[src/rtl/ts_pkg.sv]
package ts_pkg;
  typedef enum logic {
    MODE_V1_L4    = 1'b0,
    MODE_V2_EVENT = 1'b1
  } rx_mode_e;

  typedef struct packed {
    logic        is_l4;
    logic [15:0] ethtype;
    logic [15:0] udp_dport;
    logic [3:0]  ver;
    logic [3:0]  msgtype;
  } rx_meta_t;

  localparam int unsigned N_PATHS = 2;
  localparam int unsigned PATH_RX = 0;
  localparam int unsigned PATH_TX = 1;
endpackage

[src/rtl/ts_rx_match.sv]
module ts_rx_match
  import ts_pkg::*;
#(
  parameter logic [15:0] EVENT_PORT = 16'd319,
  parameter logic [15:0] PTP_ETYPE  = 16'h88F7
) (
  input  rx_meta_t    meta,
  input  rx_mode_e    mode,
  input  logic        l2_filt_en,
  input  logic [3:0]  v1_type,
  output logic        hit
);
  logic l4_event, l2_event, v1_hit, v2_hit, is_event_msg;

  always_comb begin
    l4_event     = meta.is_l4 && (meta.udp_dport == EVENT_PORT);
    l2_event     = !meta.is_l4 && l2_filt_en && (meta.ethtype == PTP_ETYPE);
    is_event_msg = (meta.msgtype[3:2] == 2'b00);
    v1_hit       = l4_event && (meta.ver == 4'd1) && (meta.msgtype == v1_type);
    v2_hit       = (meta.ver == 4'd2) && is_event_msg && (l4_event || l2_event);
    hit          = (mode == MODE_V1_L4) ? v1_hit : v2_hit;
  end
endmodule

[src/rtl/ts_latch.sv]
module ts_latch #(
  parameter int unsigned TIME_W = 64
) (
  input  logic              clk,
  input  logic              rst_n,
  input  logic              cap_req,
  input  logic              rel_req,
  input  logic [TIME_W-1:0] time_in,
  output logic              valid,
  output logic [TIME_W-1:0] stamp
);
  always_ff @(posedge clk) begin
    if (!rst_n) begin
      valid <= 1'b0;
      stamp <= '0;
    end else if (valid) begin
      if (rel_req) valid <= 1'b0;
    end else if (cap_req) begin
      valid <= 1'b1;
      stamp <= time_in;
    end
  end

  assert_capture_R2: assert property (@(posedge clk) disable iff (!rst_n)
    (!valid && cap_req) |=> (valid && stamp == $past(time_in)));

  assert_lock_hold_R6: assert property (@(posedge clk) disable iff (!rst_n)
    (valid && !rel_req) |=> (valid && $stable(stamp)));

  assert_release_R7: assert property (@(posedge clk) disable iff (!rst_n)
    (valid && rel_req) |=> !valid);

  assert_collide_drop_R10: assert property (@(posedge clk) disable iff (!rst_n)
    (valid && rel_req && cap_req) |=> (!valid && $stable(stamp)));
endmodule

[src/rtl/ts_capture_unit.sv]
module ts_capture_unit
  import ts_pkg::*;
#(
  parameter int unsigned TIME_W     = 64,
  parameter logic [15:0] EVENT_PORT = 16'd319,
  parameter logic [15:0] PTP_ETYPE  = 16'h88F7
) (
  input  logic              clk,
  input  logic              rst_n,
  input  logic              rx_en,
  input  logic              rx_mode,
  input  logic              l2_filt_en,
  input  logic [3:0]        v1_msg_type,
  input  logic              tx_en,
  input  logic              rx_meta_valid,
  input  logic              rx_meta_is_l4,
  input  logic [15:0]       rx_meta_ethtype,
  input  logic [15:0]       rx_meta_udp_dport,
  input  logic [3:0]        rx_meta_ver,
  input  logic [3:0]        rx_meta_msgtype,
  input  logic              tx_sof,
  input  logic              tx_mark,
  input  logic [TIME_W-1:0] time_in,
  input  logic              rd_en,
  input  logic [1:0]        rd_addr,
  output logic [TIME_W/2-1:0] rd_data,
  output logic              rx_valid,
  output logic              tx_valid
);
  localparam int unsigned WORD_W = TIME_W / 2;

  rx_meta_t                        meta;
  logic                            rx_hit;
  logic [N_PATHS-1:0]              cap_req, rel_req, valid_v;
  logic [N_PATHS-1:0][TIME_W-1:0]  stamps;

  assign meta = '{is_l4: rx_meta_is_l4, ethtype: rx_meta_ethtype,
                  udp_dport: rx_meta_udp_dport, ver: rx_meta_ver,
                  msgtype: rx_meta_msgtype};

  ts_rx_match #(.EVENT_PORT(EVENT_PORT), .PTP_ETYPE(PTP_ETYPE)) u_match (
    .meta       (meta),
    .mode       (rx_mode_e'(rx_mode)),
    .l2_filt_en (l2_filt_en),
    .v1_type    (v1_msg_type),
    .hit        (rx_hit)
  );

  assign cap_req[PATH_RX] = rx_meta_valid && rx_en && rx_hit;
  assign cap_req[PATH_TX] = tx_sof && tx_mark && tx_en;

  for (genvar p = 0; p < N_PATHS; p++) begin : g_path
    assign rel_req[p] = rd_en && (rd_addr == {p[0], 1'b1});
    ts_latch #(.TIME_W(TIME_W)) u_latch (
      .clk     (clk),
      .rst_n   (rst_n),
      .cap_req (cap_req[p]),
      .rel_req (rel_req[p]),
      .time_in (time_in),
      .valid   (valid_v[p]),
      .stamp   (stamps[p])
    );
  end

  always_comb begin
    rd_data = stamps[rd_addr[1]][rd_addr[0]*WORD_W +: WORD_W];
  end

  assign rx_valid = valid_v[PATH_RX];
  assign tx_valid = valid_v[PATH_TX];

  assert_rx_source_R9: assert property (@(posedge clk) disable iff (!rst_n)
    $rose(rx_valid) |-> $past(rx_meta_valid && rx_en));

  assert_tx_source_R8: assert property (@(posedge clk) disable iff (!rst_n)
    $rose(tx_valid) |-> $past(tx_sof && tx_mark && tx_en));

  assert_tx_no_rx_R8: assert property (@(posedge clk) disable iff (!rst_n)
    (!rx_meta_valid && !rel_req[PATH_RX]) |=> $stable(rx_valid));
endmodule

[config.mk]
export PLATFORM = sky130hd
export DESIGN_NAME = ts_capture_unit
export DESIGN_NICKNAME = d
export VERILOG_FILES = /design/src/rtl/ts_pkg.sv /design/src/rtl/ts_rx_match.sv /design/src/rtl/ts_latch.sv /design/src/rtl/ts_capture_unit.sv
export SDC_FILE = /design/constraint.sdc
export NUM_CORES = 1
export LEC_CHECK = 0
export ABC_AREA = 0
export CAP_MARGIN = 10
export CORE_ASPECT_RATIO = 0.6
export CORE_UTILIZATION = 46
export CTS_BUF_LIST = sky130_fd_sc_hd__clkbuf_8
export DETAILED_ROUTE_END_ITERATION = 8
export GPL_TIMING_DRIVEN = 0
export PLACE_DENSITY_LB_ADDON = 0.1
export SETUP_SLACK_MARGIN = 0.4
export SYNTH_ARGS = -nofsm -noshare
export SYNTH_HDL_FRONTEND = slang
export SYNTH_HIERARCHICAL = 1
export SYNTH_SLANG_ARGS = --single-unit
[constraint.sdc]
create_clock -name clk -period 2.5 [get_ports clk]
set_clock_uncertainty 0.2 [all_clocks]
set_input_delay 0.5 -clock clk [delete_from_list [all_inputs] [get_ports clk]]
set_output_delay 0.5 -clock clk [all_outputs]
set_load 0.05 [all_outputs]
==> impl_metrics.env <==
export IMPL_run_status="complete, no violations"
export IMPL_drv_cap=0
export IMPL_crit_start="v1_msg_type[0]"
export IMPL_arrival_ps=2520
export IMPL_vias=5395
export IMPL_slew_viol_final=0
export IMPL_synth_adder_area_share_pct=0
export IMPL_path_buf_inv=5
export IMPL_antenna_left=0
export IMPL_cp_start_kind="input port"
export IMPL_slew_limit_headroom_pct=59.3
export IMPL_path_max_fanout=6
export IMPL_cts_hold_buffers=0
export IMPL_cp_cell_sequence="clkdlybuf4s15_1, xor2_1, nor3_1, a31oi_1, a2111oi_2, and3_1, nor2b_4, buf_6, buf_12, buf_12, buf_16, mux2i_1"
export IMPL_grt_pass1_wl_mm=29.0
export IMPL_grt_antenna_before_repair=0
export IMPL_synthesis_area_sq_um=6370
export IMPL_cp_num_cells=12
export IMPL_rows=32
export IMPL_cp_slowest_cell="a2111oi_2"
export IMPL_synth_seq_area_share_pct=40.8
export IMPL_grt_overflow=0
export IMPL_final_common_cell="nand2_1"
export IMPL_numCtsBuffers=17
export IMPL_clk_latency_ps=420
export IMPL_worst_slew_pin_slew_ps=610
export IMPL_synth_mux_area_share_pct=31.6
export IMPL_layout_cells_non_filler=1007
export IMPL_ff2ff_setup_slack_ps=1000
export IMPL_placed_cell_area_sq_um=8090
export IMPL_dieHeight_um=93.2
export IMPL_track_usage_pct=27.2
export IMPL_diodes=0
export IMPL_wirelength_mm=18.8
export IMPL_final_cell_mix="nand2_1 (260), mux2i_1 (127), dfxtp_1 (123), clkdlybuf4s50_1 (72), buf_2 (43)"
export IMPL_fin_setup_tns_ps=0
export IMPL_reg2reg_depth=6
export IMPL_h_tree_depth=4
export IMPL_fin_area_sq_um=8960
export IMPL_critical_path_required_ps=2650
export IMPL_cts_tree="built"
export IMPL_gp_congestion=0.787
export IMPL_grt_max_degree=17
export IMPL_setup_viol=0
export IMPL_drt_iter0_markers=376
export IMPL_clkSinkCount=130
export IMPL_pin_count=155
export IMPL_max_stage_delay_ps=330
export IMPL_cts_root_buffer="clkbuf_8"
export IMPL_final_hold_viol_count=0
export IMPL_dp_final_hpwl_mm=12.7
export IMPL_design_power_total_mw=4.73
export IMPL_synth_area_per_cell_sq_um=10.1
export IMPL_first_global_vias=5379
export IMPL_rsz0062_at_grt="true"
export IMPL_r2r_start="g_path[0].u_latch/valid"
export IMPL_r2r_end="g_path[0].u_latch/stamp[35]"
export IMPL_end_kind="flop"
export IMPL_area_delta_synth_final_pct=40.7
export IMPL_cpMostUsedCell="buf_12"
export IMPL_initial_core_util_pct=48.4
export IMPL_ys_types=30
export IMPL_die_area_sq_um=14300
export IMPL_fin_crit_ps=2370
export IMPL_synthXorXnorAreaFrac_pct=0.550
export IMPL_vias_per_cell=5.36
export IMPL_firstDrtPassIters=5
export IMPL_fin_nets=945
export IMPL_drc=0
export IMPL_crit_type="in2reg"
export IMPL_synth_seq_cells=130
export IMPL_power_leakage_nw=3.47
export IMPL_synth_compound_area_share_pct=0.648
export IMPL_synth_top_family_by_area="multiplexers"
export IMPL_core_area_sq_um=13200
export IMPL_drive_above_1_share_pct=25.6
export IMPL_synth_warnings=6
export IMPL_fmax_ghz=0.422
export IMPL_clkTransAtPathRegs_ps=80
export IMPL_peakVddDrop_uv=333
export IMPL_p_per_area_nw_per_um2=528
export IMPL_dp_cells=952
export IMPL_hold_class="in2reg"
export IMPL_synthSimpleGateAreaFrac_pct=18.4
export IMPL_synthCells=631
export IMPL_wl_per_cell_um=18.7
export IMPL_finalCritPeriodShare_pct=94.7
export IMPL_fin_util_pct=68.0
export IMPL_io_buffers=151
export IMPL_syn_nets=752
export IMPL_endpoint="g_path[0].u_latch/stamp[35]"
export IMPL_crit_family="buffers and inverters"
export IMPL_chipWidth_um=154
export IMPL_clockBufferDepth=2
-- how the worst min path moves through the flow --
stage,startpoint,to,slack (ps),depth (start not counted)
finish,rst_n,g_path[0].u_latch/stamp[1],210,3
global route,rst_n,g_path[0].u_latch/stamp[63],210,3
CTS,rst_n,g_path[0].u_latch/stamp[1],190,3
detailed placement,g_path[0].u_latch/stamp[38],g_path[0].u_latch/stamp[38],240,2
global placement,g_path[1].u_latch/stamp[31],g_path[1].u_latch/stamp[31],240,2
floorplan,g_path[0].u_latch/stamp[32],g_path[0].u_latch/stamp[32],230,2
-- sequential cells by signal, indices dropped and copies added, names as in the netlist --
register / count
g_path.u_latch/valid: 2
g_path.u_latch/stamp: 128
-- power breakdown --
group / switching, mW / internal [mW]
sequential: 0.0199 / 2.11
combinational: 0.316 / 0.329
clock: 0.858 / 1.10
total: 1.19 / 3.54
-- per-stage QoR --
stage	hold slack [ps]	setup slack [ps]
detailed placement	244	-643
floorplan	232	164
global placement	240	-521
global route	208	51.8
CTS	186	171
finish	214	132
-- per-layer routing --
metal  routed length (um)  track usage (%)
met1                 8900             38.3
met2                 8450             42.6
met3                 1360             6.07
met4                  112             5.92
met5                    0                0
-- synthesized netlist by cell type (all sizes together) --
cell	n	share of area, %
nand2	260	15
dfxtp	130	41
mux2i	128	20
buf	48	7.9
mux4	32	11
xor2	4	0.55
and3	3	0.29
nand4	3	0.29
nor2	3	0.18
clkbuf	2	0.12
nand4b	2	0.51
nor2b	2	0.43
nor3	2	0.16
nor4	2	0.29
nor4b	2	0.37
o211a	2	0.31
a2111oi	1	0.24
a31oi	1	0.098
and3b	1	0.14
and4b	1	0.16
nand2b	1	0.098
nor3b	1	0.12
-- final cells by class --
cell class	count	area, sq um
Sequential cell	130	2610
Clock buffer	21	289
Multi-Input combinational cell	451	3280
Fill cell	1002	4210
Buffer	50	548
Clock inverter	11	150
Tap cell	170	213
Timing Repair Buffer	174	1870
-- timing repair --
action	in CTS	in global routing
cloned	9	0
setup buffers	7	7
endpoints found under the setup margin	98	97
pin swaps	23	7
gates resized for setup	374	23
-- cell families after synthesis --
kind of cell,count (synthesis)
flops,130
buf+inv,50
mux,160
simple gates,283
compound gates,4
xor+xnor,4
-- worst min-delay path: stages --
cell     delay [ps]
buf_4           160
nand2_1          70
mux2i_1          60
(Power assumes the default switching activity.)
